**config.mk**
```make
export PLATFORM = sky130hd
export DESIGN_NAME = rx_ready_agg
export DESIGN_NICKNAME = d
export VERILOG_FILES = /design/src/rtl/rxr_pkg.sv /design/src/rtl/rxr_lane.sv /design/src/rtl/rxr_regs.sv /design/src/rtl/rxr_flag.sv /design/src/rtl/rx_ready_agg.sv
export SDC_FILE = /design/constraint.sdc
export NUM_CORES = 1
export LEC_CHECK = 0
export BUFFER_PORTS_ARGS = -buffer_cell sky130_fd_sc_hd__buf_2
export CAP_MARGIN = 20
export CORE_AREA = 2 2 108 89
export CTS_CLUSTER_DIAMETER = 200
export DETAILED_ROUTE_END_ITERATION = 8
export DIE_AREA = 0 0 110 91
export MAX_ROUTING_LAYER = met4
export PLACE_DENSITY = 0.53
export SYNTH_ARGS = -nofsm -noshare
export SYNTH_HDL_FRONTEND = slang
export SYNTH_HIERARCHICAL = 1
export SYNTH_SLANG_ARGS = --single-unit
export TNS_END_PERCENT = 100
```
**constraint.sdc**
```tcl
create_clock -name clk -period 4.05 [get_ports clk]
set_clock_uncertainty 0.1 [all_clocks]
set_input_delay 0.81 -clock clk [delete_from_list [all_inputs] [get_ports clk]]
set_output_delay 0.81 -clock clk [all_outputs]
set_load 0.01 [all_outputs]
```
**src/rtl/rxr_pkg.sv**
```systemverilog
// Shared constants and types for the receive ready aggregator.
// Assumes at most 32 lanes so the active mask fits one register word.
package rxr_pkg;
    localparam int ADDR_W   = 5;
    localparam int DATA_W   = 32;
    localparam int STAT_BIT = 5;
    localparam logic [ADDR_W-1:0] ADDR_MASK = 5'h00;
    localparam logic [ADDR_W-1:0] ADDR_CTRL = 5'h01;
    localparam logic [ADDR_W-1:0] ADDR_STAT = 5'h02;
    localparam int CTRL_DMA_EN = 0;
    localparam int CTRL_IRQ_EN = 1;

    typedef struct packed {
        logic irq_en;
        logic dma_en;
    } ctrl_t;
endpackage

```
**src/rtl/rxr_lane.sv**
```systemverilog
// One lane's ready bit: set by a buffer fill, cleared by a host read.
// Assumes both inputs are single-cycle pulses; a fill wins over a read.
module rxr_lane (
    input  logic clk,
    input  logic rst_n,
    input  logic xfer,
    input  logic buf_rd,
    output logic rdy,
    output logic rdy_nxt
);
    // next-state of the ready bit, also used by the global flag
    assign rdy_nxt = xfer | (rdy & ~buf_rd);

    // ready bit register
    always_ff @(posedge clk) begin
        if (!rst_n) rdy <= 1'b0;
        else        rdy <= rdy_nxt;
    end
endmodule

```
**src/rtl/rxr_regs.sv**
```systemverilog
// Register window: active mask, enables, clear strobe and readback.
// Assumes reg_wr is a one-cycle strobe; reads are combinational.
module rxr_regs
    import rxr_pkg::*;
#(
    parameter int NUM_LANES = 16
) (
    input  logic                  clk,
    input  logic                  rst_n,
    input  logic                  reg_wr,
    input  logic [ADDR_W-1:0]     reg_addr,
    input  logic [DATA_W-1:0]     reg_wdata,
    output logic [DATA_W-1:0]     reg_rdata,
    input  logic [NUM_LANES-1:0]  lane_rdy,
    input  logic                  flag,
    output logic [NUM_LANES-1:0]  active,
    output ctrl_t                 ctrl,
    output logic                  flag_clr
);
    localparam int IDX_W = ADDR_W - 1;

    logic [IDX_W-1:0] idx;
    logic             unused_wdata;

    assign idx          = reg_addr[IDX_W-1:0];
    assign unused_wdata = ^reg_wdata;

    // write-one-to-clear strobe for the global flag
    assign flag_clr = reg_wr && (reg_addr == ADDR_STAT) && reg_wdata[STAT_BIT];

    // active mask and enable registers
    always_ff @(posedge clk) begin
        if (!rst_n) begin
            active <= '0;
            ctrl   <= '0;
        end else if (reg_wr) begin
            if (reg_addr == ADDR_MASK) active <= reg_wdata[NUM_LANES-1:0];
            if (reg_addr == ADDR_CTRL) ctrl <= '{irq_en: reg_wdata[CTRL_IRQ_EN],
                                                dma_en: reg_wdata[CTRL_DMA_EN]};
        end
    end

    // readback mux
    always_comb begin
        reg_rdata = '0;
        if (reg_addr == ADDR_MASK) begin
            reg_rdata[NUM_LANES-1:0] = active;
        end else if (reg_addr == ADDR_CTRL) begin
            reg_rdata[CTRL_DMA_EN] = ctrl.dma_en;
            reg_rdata[CTRL_IRQ_EN] = ctrl.irq_en;
        end else if (reg_addr == ADDR_STAT) begin
            reg_rdata[STAT_BIT] = flag;
        end else if (reg_addr[ADDR_W-1] && (int'(idx) < NUM_LANES)) begin
            reg_rdata[STAT_BIT] = lane_rdy[idx];
        end
    end
endmodule

```
**src/rtl/rxr_flag.sv**
```systemverilog
// Global ready flag with DMA pulse and interrupt level.
// Assumes lane_rdy_nxt is the next-state of each lane ready bit.
module rxr_flag
    import rxr_pkg::*;
#(
    parameter int NUM_LANES = 16
) (
    input  logic                 clk,
    input  logic                 rst_n,
    input  logic [NUM_LANES-1:0] xfer,
    input  logic [NUM_LANES-1:0] lane_rdy_nxt,
    input  logic [NUM_LANES-1:0] active,
    input  logic                 flag_clr,
    input  ctrl_t                ctrl,
    output logic                 flag,
    output logic                 dma_req,
    output logic                 irq
);
    logic set_evt;
    logic any_pending;
    logic flag_d;

    // an active lane filled its buffer this cycle
    assign set_evt     = |(xfer & active);
    // some active lane will still hold an unread word
    assign any_pending = |(lane_rdy_nxt & active);
    // a fill wins; otherwise hold until cleared or drained
    assign flag_d      = set_evt | (flag & ~flag_clr & any_pending);

    // flag and rise-triggered DMA pulse
    always_ff @(posedge clk) begin
        if (!rst_n) begin
            flag    <= 1'b0;
            dma_req <= 1'b0;
        end else begin
            flag    <= flag_d;
            dma_req <= set_evt & ~flag & ctrl.dma_en;
        end
    end

    // interrupt level from registered state only
    assign irq = flag & ctrl.irq_en;
endmodule

```
**src/rtl/rx_ready_agg.sv**
```systemverilog
// Top: per-lane ready bits, register window and global flag outputs.
// Assumes lane pulses are synchronous to clk and one cycle wide.
module rx_ready_agg
    import rxr_pkg::*;
#(
    parameter int NUM_LANES = 16
) (
    input  logic                 clk,
    input  logic                 rst_n,
    input  logic [NUM_LANES-1:0] lane_xfer,
    input  logic [NUM_LANES-1:0] lane_buf_rd,
    input  logic                 reg_wr,
    input  logic [ADDR_W-1:0]    reg_addr,
    input  logic [DATA_W-1:0]    reg_wdata,
    output logic [DATA_W-1:0]    reg_rdata,
    output logic                 dma_req,
    output logic                 irq
);
    logic [NUM_LANES-1:0] lane_rdy;
    logic [NUM_LANES-1:0] lane_rdy_nxt;
    logic [NUM_LANES-1:0] active;
    ctrl_t                ctrl_q;
    logic                 flag_clr;
    logic                 glob_flag;

    // one ready cell per lane
    for (genvar g = 0; g < NUM_LANES; g++) begin : g_lane
        rxr_lane u_lane (
            .clk     (clk),
            .rst_n   (rst_n),
            .xfer    (lane_xfer[g]),
            .buf_rd  (lane_buf_rd[g]),
            .rdy     (lane_rdy[g]),
            .rdy_nxt (lane_rdy_nxt[g])
        );
    end

    rxr_regs #(.NUM_LANES(NUM_LANES)) u_regs (
        .clk       (clk),
        .rst_n     (rst_n),
        .reg_wr    (reg_wr),
        .reg_addr  (reg_addr),
        .reg_wdata (reg_wdata),
        .reg_rdata (reg_rdata),
        .lane_rdy  (lane_rdy),
        .flag      (glob_flag),
        .active    (active),
        .ctrl      (ctrl_q),
        .flag_clr  (flag_clr)
    );

    rxr_flag #(.NUM_LANES(NUM_LANES)) u_flag (
        .clk          (clk),
        .rst_n        (rst_n),
        .xfer         (lane_xfer),
        .lane_rdy_nxt (lane_rdy_nxt),
        .active       (active),
        .flag_clr     (flag_clr),
        .ctrl         (ctrl_q),
        .flag         (glob_flag),
        .dma_req      (dma_req),
        .irq          (irq)
    );
endmodule

```
; ---- After elaboration in Yosys (flattened, before gate mapping)
; Cells that the tools add are included.
; Widths: inputs -> output; s select.
[word_totals]
reg_bits = 36
inputBits = 72
out_inout_bits = 34
[op_classes]
magnitude_cmp = 1
eq_ne = 2
n_mux = 10
n_bitwise = 58
reduce_logical = 7
[ops]
columns = op, n
row1 = $and 16x16->16, 2
row2 = $reduce_or 16->1, 2
row3 = $and 1x1->1, 21
row4 = $not 1->1, 18
row5 = $or 1x1->1, 17
row6 = $mux 10, 1
row7 = $eq 5x1->1 const B, 1
row8 = $eq 5x2->1 const B, 1
row9 = $logic_not 5->1, 1
row10 = $lt 4x5->1 const B, 1
row11 = $mux 1, 5
row12 = $bmux 1 s4, 1
row13 = $mux 2, 2
row14 = $reduce_and 2->1, 2
row15 = $mux 3, 1
row16 = $logic_and 1x1->1, 2

; ---- Depth between registers and ports, before layout
; Gate-level depths: netlist of run 1.
[logic_depth]
word_depth = 7
mapped_depth = 6
mapped_depth_nobuf = 6

; ---- Cells and area by module
; The synthesis of run 1 kept the hierarchy.
[by_module_without_submodules]
columns = module, instances, cells_per_inst, area_each_um2
row1 = rxr_regs, 1, 132, 1139.8
row2 = rxr_lane, 16, 4, 47.5
row3 = rxr_flag, 1, 25, 270.3

; ---- Least setup slack after synthesis of run 1
; No wires, ideal clock.
[synth_timing]
path_type = input to output
from = in reg_addr[0]
to = out reg_rdata[5]
t_arrival_ns = 1.887
t_required_ns = 3.140
slack_ns = 1.253
path_stages = 4
path_cell_list = buf_2 mux4_2 o211ai_1 o311ai_0
[synth_via]
elab_chain_len = 6
[synth_lines]
columns = element, line_no
row1 = start: declaration, rx_ready_agg.sv:13  ; input logic [ADDR_W-1:0] reg_addr,
row2 = $bmux 1 s4, rxr_regs.sv:54  ; reg_rdata[STAT_BIT] = lane_rdy[idx];
row3 = $mux 1 (implied by the code), rxr_regs.sv:54
row4 = $mux 1, rxr_regs.sv:53  ; end else if (reg_addr[ADDR_W-1] && (int'(idx) < NUM_LANES)) begin
row5 = $mux 1, rxr_regs.sv:51  ; end else if (reg_addr == ADDR_STAT) begin
row6 = $mux 1, rxr_regs.sv:48  ; end else if (reg_addr == ADDR_CTRL) begin
row7 = $mux 1 *, rxr_regs.sv:46  ; if (reg_addr == ADDR_MASK) begin
row8 = end: declaration, rx_ready_agg.sv:15  ; output logic [DATA_W-1:0] reg_rdata,
; Every way passes the cells marked *; elsewhere a longest branch is shown, timed or not. The select of a mux whose other input is x is not followed.

; ---- Worst setup path in the final report of run 1
[layout_timing]
from = in reg_addr[1]
to = out reg_rdata[1]
[layout_via]
elab_chain_len = 3
[layout_lines]
columns = element, line_no
row1 = $eq 5x1->1, rxr_regs.sv:48
row2 = $mux 2, rxr_regs.sv:48
row3 = $mux 2 *, rxr_regs.sv:46
; Every way passes the cells marked *; elsewhere a longest branch is shown, timed or not.

==> metrics.md, run 1 <==
| Metric | Value |
|---|---|
| Status | `finished, final reports clean` |
| Starting Density | `0.244` |
| Ys async rst share | `0` |
| Total grt overflow | `0` |
| Number of port buffers | `73` |
| Sequential area share after synthesis | `0.332` |
| CP Launch Type | `input pin` |
| Core Area | `about 9000 um2` |
| Peak VDD IR | `between 100 and 150 uV` |
| Post-CTS Setup Bufs | `0` |
| Total track usage | `0.136` |
| Initial antenna violation count | `0` |
| DIE AREA | `between 10000 and 15000 um2` |
| Min cycle time layout | `roughly 3.3 ns` |
| Max-cap violation count | `0` |
| Post-Synthesis Cells | `221` |
| Mapped cell area | `between 2000 and 2500 um2` |
| Crit path max fanout | `21` |
| First-pass GRT wire length | `about 9700 um` |
| Setup Viol. Count Final | `0` |
| Die width | `about 110 um` |
| Unrepaired setup endpoints after global routing | `no` |
| Fillers | `966` |
| Worst Setup End Kind | `primary output` |
| Leakage power | `about 1.1 nW` |
| Kind of critical path | `in -> out` |
| IO Pins | `~110` |
| Drt first pass iters | `4` |
| Max H-tree Level | `2` |
| Layout cells sized above 1 | `0.369` |
| Ant diodes | `0` |
| Number of flops mapped to enable cells by yosys | `0` |
| Worst Hold Depth | `2` |
| CTS Buf Count | `5` |
| Worst slew margin | `0.515` |
| Vert. Die Dim | `91 um` |
| Slew @ Worst Pin | `slightly above 0.7 ns` |
| CTS resizes | `0` |
| Routability cong. | `0.810` |
| Cts hold-fix bufs | `0` |
| Final Routed Wirelength | `approximately 6500 um` |
| Slew Limit Fails | `0` |
| Cell row count | `31` |
| Final Hold Fails | `0` |
| CTS tree | `done` |
| Avg Cell Area, Syn | `approximately 9.8 um2` |
| Ys Warns | `6` |
| Sink Count | `36` |
| CTS clk-pin slew, worst paths | `0.08 ns` |
| Pin count of the biggest net entering global routing | `37` |
| Worst EP arrival | `~2.4 ns` |
| R2R cell count | `6` |
| Final nets | `roughly 360` |
| Area grow syn2layout | `23.2%` |
| Top FF cell, synth | `dfxtp_1` |
| Vias/cell | `approximately 4.5` |
| Hold Crit Class | `reg -> reg` |
| Post-Layout Cell Count | `408` |
| DR iter-0 viols | `93` |
| Fmax | `0.307 GHz` |
| Post-DP HPWL | `roughly 5000 um` |
| Longest Clk Path Bufs | `2` |
| Root Buffer | `clkbuf_8` |
| Pwr/cell area | `~290 nW/um2` |
| Placed insts | `400` |
| DRT antenna net count | `0` |
| DR WL/cell | `~16 um` |
| Commonest non-fill, non-tap cell in the layout | `buf_2` |
| Post-synthesis register bit count | `36` |
| Critical path data required time | `about 3.1 ns` |
| Clock Latency Late Sink | `between 0.2 and 0.3 ns` |
| Period utilisation layout | `0.805` |
| Setup tns final | `0 ns` |
| Distinct cells, synth | `33` |
| Via Count | `~1800` |
| Residual DRC | `0` |
| Commonest cells after routing, fill and taps aside | `buf_2, dfxtp_1, nand2_1` |
| Number of global-route vias before repair | `1821` |
## critical path: stages
cell     delay, ns
buf_2         0.17
nor4_4        0.46
and2b_1       0.41
buf_12        0.20
a22o_1        0.16
buf_2         0.13
## cell usage after synthesis, types with 5 or more instances
library cell | number | share of area
buf_4 | 19 | 0.066
nor2b_4 | 16 | 0.10
dfxtp_1 | 36 | 0.33
a22o_1 | 10 | 0.040
a21boi_1 | 15 | 0.052
mux2i_1 | 5 | 0.023
or2_1 | 16 | 0.046
o21a_1 | 16 | 0.055
and2_1 | 15 | 0.043
nand3_1 | 17 | 0.039
nand2_1 | 19 | 0.033
## power by group
part           internal, mW  switching, mW
clock network         0.139          0.134
registers             0.366        0.00827
logic                0.0603         0.0594
total                 0.565          0.201
## through the flow
step / instance area (um2) / hold WS, ns / util / total power [mW] / setup slack (ns)
after CTS: 2680 / 0.399 / 0.301 / 0.778 / 0.813
final: 2680 / 0.396 / 0.301 / 0.767 / 0.790
after floorplan: 2230 / 0.345 / - / 0.457 / 1.25
after global placement: 2580 / 0.383 / 0.291 / 0.501 / 0.819
after global routing: 2680 / 0.418 / 0.301 / 0.809 / 0.715
after detailed placement: 2580 / 0.388 / 0.291 / 0.502 / 0.811
## registers in the layout (all words and copies together) (netlist names)
name and flops:
u_regs/active 16, u_regs/ctrl 2, u_flag/dma_req 1, u_flag/flag 1, g_lane.u_lane/rdy 16
## worst paths after layout
path	end	start	slack (ns)
max	reg_rdata[1]	reg_addr[1]	0.79
min	u_regs/active[5]	u_regs/active[5]	0.40
max reg2reg	u_flag/flag	g_lane[1].u_lane/rdy	2.28
min reg2reg	u_regs/active[5]	u_regs/active[5]	0.40
## layout make-up
cell class / instances / area (um2) / area share
multi-input combinational: 173 / 1330 / 0.496
sequential: 36 / 721 / 0.269
timing repair buffer: 74 / 385 / 0.144
tap: 115 / 144 / 0.0538
clock buffer: 8 / 90.1 / 0.0337
inverter: 2 / 7.51 / 0.00281
## cell families (layout without fill, tap and decap cells)
| group | count (synthesis) | after routing | synth area share |
|---|---|---|---|
| flops | 36 | 36 | 0.332 |
| simple gates | 94 | 94 | 0.312 |
| compound gates | 54 | 54 | 0.213 |
| buf+inv | 27 | 84 | 0.0824 |
| other cells | 1 | 16 | 0.00173 |
| mux | 9 | 9 | 0.0594 |
## layer usage
layer  wire length [um]  track usage  up-vias
met3                431       0.0273        7
met2               2940        0.201       63
met4                 57       0.0359        0
li1                   -            -      902
met1               3120        0.186      867
met5                  0            -        -
Power figures use the tool's default switching activity.
==> run 2: changes to the inputs <==
clock period = 3 ns   (was 4.05 ns; I/O delays follow)
==> run 2 against run 1 <==
Net effect:
- clock power grew 33%
- combinational power grew 35%
- setup slack worse by 0.44 ns
- critical path type unchanged
- highest routed layer unchanged
==> metrics.md, run 2 (synthesis results as in run 1) <==
| Metric | Value |
|---|---|
| CTS Buf Count | `5` |
| Pwr/cell area | `about 380 nW/um2` |
| DIE AREA | `roughly 10000 um2` |
| Sink Count | `36` |
| CP Launch Type | `input pin` |
| Crit-path max cell delay | `roughly 0.45 ns` |
| Setup Viol. Count Final | `0` |
| DR iter-0 viols | `64` |
| Period utilisation layout | `0.883` |
| Min setup slack post-route | `between 0.3 and 0.4 ns` |
| DR WL/cell | `~16 um` |
| Largest regs | `g_lane.u_lane/rdy x16, u_regs/active x16, u_regs/ctrl x2` |
| Starting Density | `0.244` |
| Critical path data required time | `about 2.3 ns` |
| Routability cong. | `about 0.8` |
| Worst Setup End Kind | `primary output` |
| Root Buffer | `clkbuf_8` |
| Cts hold-fix bufs | `0` |
| Longest Clk Path Bufs | `2` |
| Post-CTS Setup Bufs | `0` |
| Critical Path Slowest Stage Cell | `nor4_4` |
| Vert. Die Dim | `slightly above 90 um` |
| Tot Pwr | `roughly 1.0 mW` |
| Number of global-route vias before repair | `~1800` |
| CTS resizes | `0` |
| Slew @ Worst Pin | `~0.7 ns` |
| CP cell instances | `buf_2 -> nor4_4 -> and2b_1 -> buf_4 -> a22o_1 -> buf_2` |
| Ant diodes | `0` |
| Unrepaired setup endpoints after global routing | `no` |
| Max-cap violation count | `0` |
| Worst path top cell family by delay | `simple AND/OR/NAND/NOR gates` |
| Kind of critical path | `in -> out` |
| Residual DRC | `0` |
| Final nets | `367` |
| Final Routed Wirelength | `around 6500 um` |
| Commonest non-fill, non-tap cell in the layout | `buf_2` |
| Die width | `about 110 um` |
| Number of port buffers | `73` |
| Layout cells sized above 1 | `0.375` |
| IO Pins | `around 110` |
| Min cycle time layout | `around 2.6 ns` |
| CP bufs+invs | `3` |
| Reg area | `721 um2` |
| Via Count | `roughly 1800` |
| Fmax | `roughly 0.38 GHz` |
| Initial antenna violation count | `0` |
| DRT antenna net count | `0` |
| Worst slew margin | `0.521` |
| Total track usage | `0.134` |
| Core Area | `8880 um2` |
| First-pass GRT wire length | `approximately 9700 um` |
| Worst EP arrival | `between 1.5 and 2 ns` |
| Max H-tree Level | `2` |
| Drt first pass iters | `4` |
| Status | `finished, final reports clean` |
| Most frequent cell on the critical path | `buf_2` |
| Final Hold Fails | `0` |
| Area grow syn2layout | `23.7%` |
| Crit path max fanout | `18` |
| Hold Crit Class | `reg -> reg` |
| CTS clk-pin slew, worst paths | `roughly 0.07 ns` |
| CTS tree | `done` |
| Peak VDD IR | `147 uV` |
| Leakage power | `between 1 and 1.5 nW` |
| Vias/cell | `about 4.4` |
| Cell row count | `31` |
| Clock Latency Late Sink | `about 0.29 ns` |
| Post-DP HPWL | `about 5200 um` |
| Commonest cells after routing, fill and taps aside | `buf_2, dfxtp_1, nand2_1` |
| Fillers | `a little under 1000` |
| Pre-CTS WS | `0.363 ns` |
| Total grt overflow | `0` |
| Pin count of the biggest net entering global routing | `21` |
| Area occupied by multi-input gates | `between 1000 and 1500 um2` |
| Slew Limit Fails | `0` |
| Setup tns final | `0 ns` |
-- run 2: path summary, 6_finish.rpt --
kind                        startpoint  cells past startpoint                to  slack [ns]
hold reg to reg       u_regs/active[5]                      2  u_regs/active[5]        0.40
setup reg to reg  g_lane[1].u_lane/rdy                      6       u_flag/flag        1.27
setup / recovery           reg_addr[1]                      6      reg_rdata[0]        0.35
hold / removal        u_regs/active[5]                      2  u_regs/active[5]        0.40
-- run 2: final cells by class --
cell class / count / area share
multi-input combinational: 173 / 0.494
sequential: 36 / 0.268
timing repair buffer: 77 / 0.147
tap: 115 / 0.0536
clock buffer: 8 / 0.0336
inverter: 2 / 0.00280
-- run 2: tightest hold or removal path, delay by kind of cell (launching register included) --
family	cells	cell delay, ns
AO/OA/AOI/OAI	1	0.05
AND/OR/NAND/NOR	1	0.06
flip-flops	1	0.34
-- run 2: metal layers --
layer | track usage | part of all wire
met1 | 0.189 | 0.50
met2 | 0.198 | 0.44
met3 | 0.0273 | 0.055
met4 | 0.0264 | 0.0040
met5 | - | 0
-- run 2: report_power, final --
part	internal, mW	leakage, nW	total [mW]	switching, mW
logic	0.0819	0.802	0.162	0.0798
clock network	0.188	0.0455	0.362	0.175
registers	0.494	0.295	0.505	0.0111
total	0.763	1.14	1.03	0.266
-- run 2: per-stage QoR --
stage	utilization	area (um2)	hold slack, ns	cells
5_1_grt	0.302	2690	0.432	411
6_report	0.302	2690	0.398	411
2_1_floorplan	-	2230	0.345	236
3_3_place_gp	0.292	2590	0.383	403
4_1_cts	0.302	2690	0.406	411
3_5_place_dp	0.292	2590	0.393	403
==> run 3: changes to the inputs <==
clock period = 2.7 ns   (was 3 ns; I/O delays follow)
==> run 3 against run 2 <==
Net effect:
- critical path depth unchanged
- critical endpoint is now reg_rdata[11]
- sequential cell count did not move
- total power rose by 12%
- largest cell class unchanged
==> metrics.md, run 3 (synthesis results as in run 1) <==
| Metric | Value |
|---|---|
| Kind of critical path | `in -> out` |
| Residual DRC | `0` |
| CTS tree | `done` |
| Min cycle time layout | `2.51 ns` |
| Area grow syn2layout | `24.7%` |
| CP cell instances | `buf_2 -> nor4_4 -> and2b_1 -> buf_4 -> and2_1 -> buf_2` |
| Starting Density | `0.244` |
| Worst path top cell family by delay | `simple AND/OR/NAND/NOR gates` |
| Drt first pass iters | `4` |
| Post-DP HPWL | `5110 um` |
| Routability cong. | `0.815` |
| Period utilisation layout | `0.929` |
| Largest regs | `g_lane.u_lane/rdy x16, u_regs/active x16, u_regs/ctrl x2` |
| Pwr/cell area | `~430 nW/um2` |
| Min setup slack post-route | `approximately 0.19 ns` |
| Int Power | `0.845 mW` |
| Final nets | `between 300 and 400` |
| Unrepaired setup endpoints after global routing | `no` |
| DR iter-0 viols | `86` |
| Clock Power Share | `0.357` |
| DRT antenna net count | `0` |
| Sink Count | `36` |
| Fmax | `approximately 0.40 GHz` |
| Longest Clk Path Bufs | `2` |
| Slew Limit Fails | `0` |
| Number of global-route vias before repair | `around 1800` |
| Worst Setup End Kind | `primary output` |
| Crit path max fanout | `10` |
| Crit. path cell count | `6` |
| CP bufs+invs | `3` |
| Leakage power | `roughly 1.2 nW` |
| Most frequent cell on the critical path | `buf_2` |
| Ant diodes | `0` |
| Placed insts | `just over 400` |
| CTS resizes | `0` |
| Worst EP arrival | `1.87 ns` |
| Max-cap violation count | `0` |
| Via Count | `1818` |
| Critical path data required time | `~2.1 ns` |
| Post-Layout Cell Count | `about 410` |
| Post-CTS Setup Bufs | `0` |
| Final Hold Fails | `0` |
| DR WL/cell | `about 16 um` |
| Max H-tree Level | `2` |
| Cts hold-fix bufs | `0` |
| Worst Hold Depth | `2` |
| Die width | `between 100 and 150 um` |
| Critical Path Slowest Stage Cell | `nor4_4` |
| Status | `finished, final reports clean` |
| IO Pins | `106` |
| Sw Ratio | `0.267` |
| Pin count of the biggest net entering global routing | `23` |
| Comb pwr share | `0.157` |
| Core Area | `between 8000 and 9000 um2` |
| Final Routed Wirelength | `6410 um` |
| Commonest cells after routing, fill and taps aside | `buf_2, dfxtp_1, nand2_1` |
| Crit-path max cell delay | `around 0.45 ns` |
| Pre-CTS WS | `approximately 0.20 ns` |
| Total track usage | `0.131` |
| CP Launch Type | `input pin` |
| R2R cell count | `6` |
| Commonest non-fill, non-tap cell in the layout | `buf_2` |
| Flop pwr share | `0.486` |
| Cell row count | `31` |
| Setup tns final | `0 ns` |
| Vias/cell | `around 4.4` |
| CTS clk-pin slew, worst paths | `0.08 ns` |
| Initial antenna violation count | `0` |
| CTS Buf Count | `5` |
| Root Buffer | `clkbuf_8` |
| Number of port buffers | `73` |
| Peak VDD IR | `~190 uV` |
| Clock Latency Late Sink | `a little under 0.3 ns` |
| Total grt overflow | `0` |
| Hold Crit Class | `in -> reg` |
| Layout cells sized above 1 | `0.384` |
| DIE AREA | `between 10000 and 15000 um2` |
| Vert. Die Dim | `just over 90 um` |
| Setup Viol. Count Final | `0` |
| Reported net switching power | `~0.31 mW` |
| First-pass GRT wire length | `9560 um` |
==> run 3: area by class of cell <==
type / instances / area [um2]
inverter: 2 / 7.51
clock buffer: 6 / 82.6
clock inverter: 2 / 10.0
multi-input combinational: 173 / 1330
sequential: 36 / 721
fill: 958 / 6170
tap: 115 / 144
timing repair buffer: 78 / 415
==> run 3: final timing paths <==
| check | from | end | slack (ns) |
|---|---|---|---|
| max reg2reg | g_lane[1].u_lane/rdy | u_flag/flag | 0.92 |
| min reg2reg | u_regs/active[5] | u_regs/active[5] | 0.40 |
| min | lane_xfer[12] | g_lane[12].u_lane/rdy | 0.39 |
| max | reg_addr[1] | reg_rdata[11] | 0.19 |
==> run 3: stage by stage <==
step	power [mW]	hold slack, ns	utilization	cell area (um2)
finish	1.15	0.388	0.305	2710
floorplan	0.685	0.345	-	2230
detailed placement	0.754	0.390	0.294	2620
global route	1.21	0.386	0.305	2710
CTS	1.17	0.386	0.305	2710
global placement	0.754	0.383	0.294	2620
==> run 3: power groups by stage <==
stage          Clock (mW)  Sequential, mW  Combinational, mW
5_1_grt             0.451           0.563              0.198
6_report            0.411           0.560              0.181
3_5_place_dp            0           0.574              0.181
4_1_cts             0.422           0.561              0.182
3_3_place_gp            0           0.573              0.181
2_1_floorplan           0           0.568              0.116
==> run 3: layer usage <==
metal	vias up	part of all wire	track usage
li1	909	-	-
met5	-	0	-
met2	62	0.44	0.191
met4	0	0.0033	0.0222
met3	2	0.070	0.0337
met1	845	0.49	0.183
==> run 3: worst register-to-register path, cell delays in order, from the launching register on <==
cell	delay (ns)
dfxtp_1	0.32
nor2b_4	0.12
or2_1	0.20
a22o_1	0.23
a221oi_1	0.31
and4_1	0.30
o32ai_2	0.09
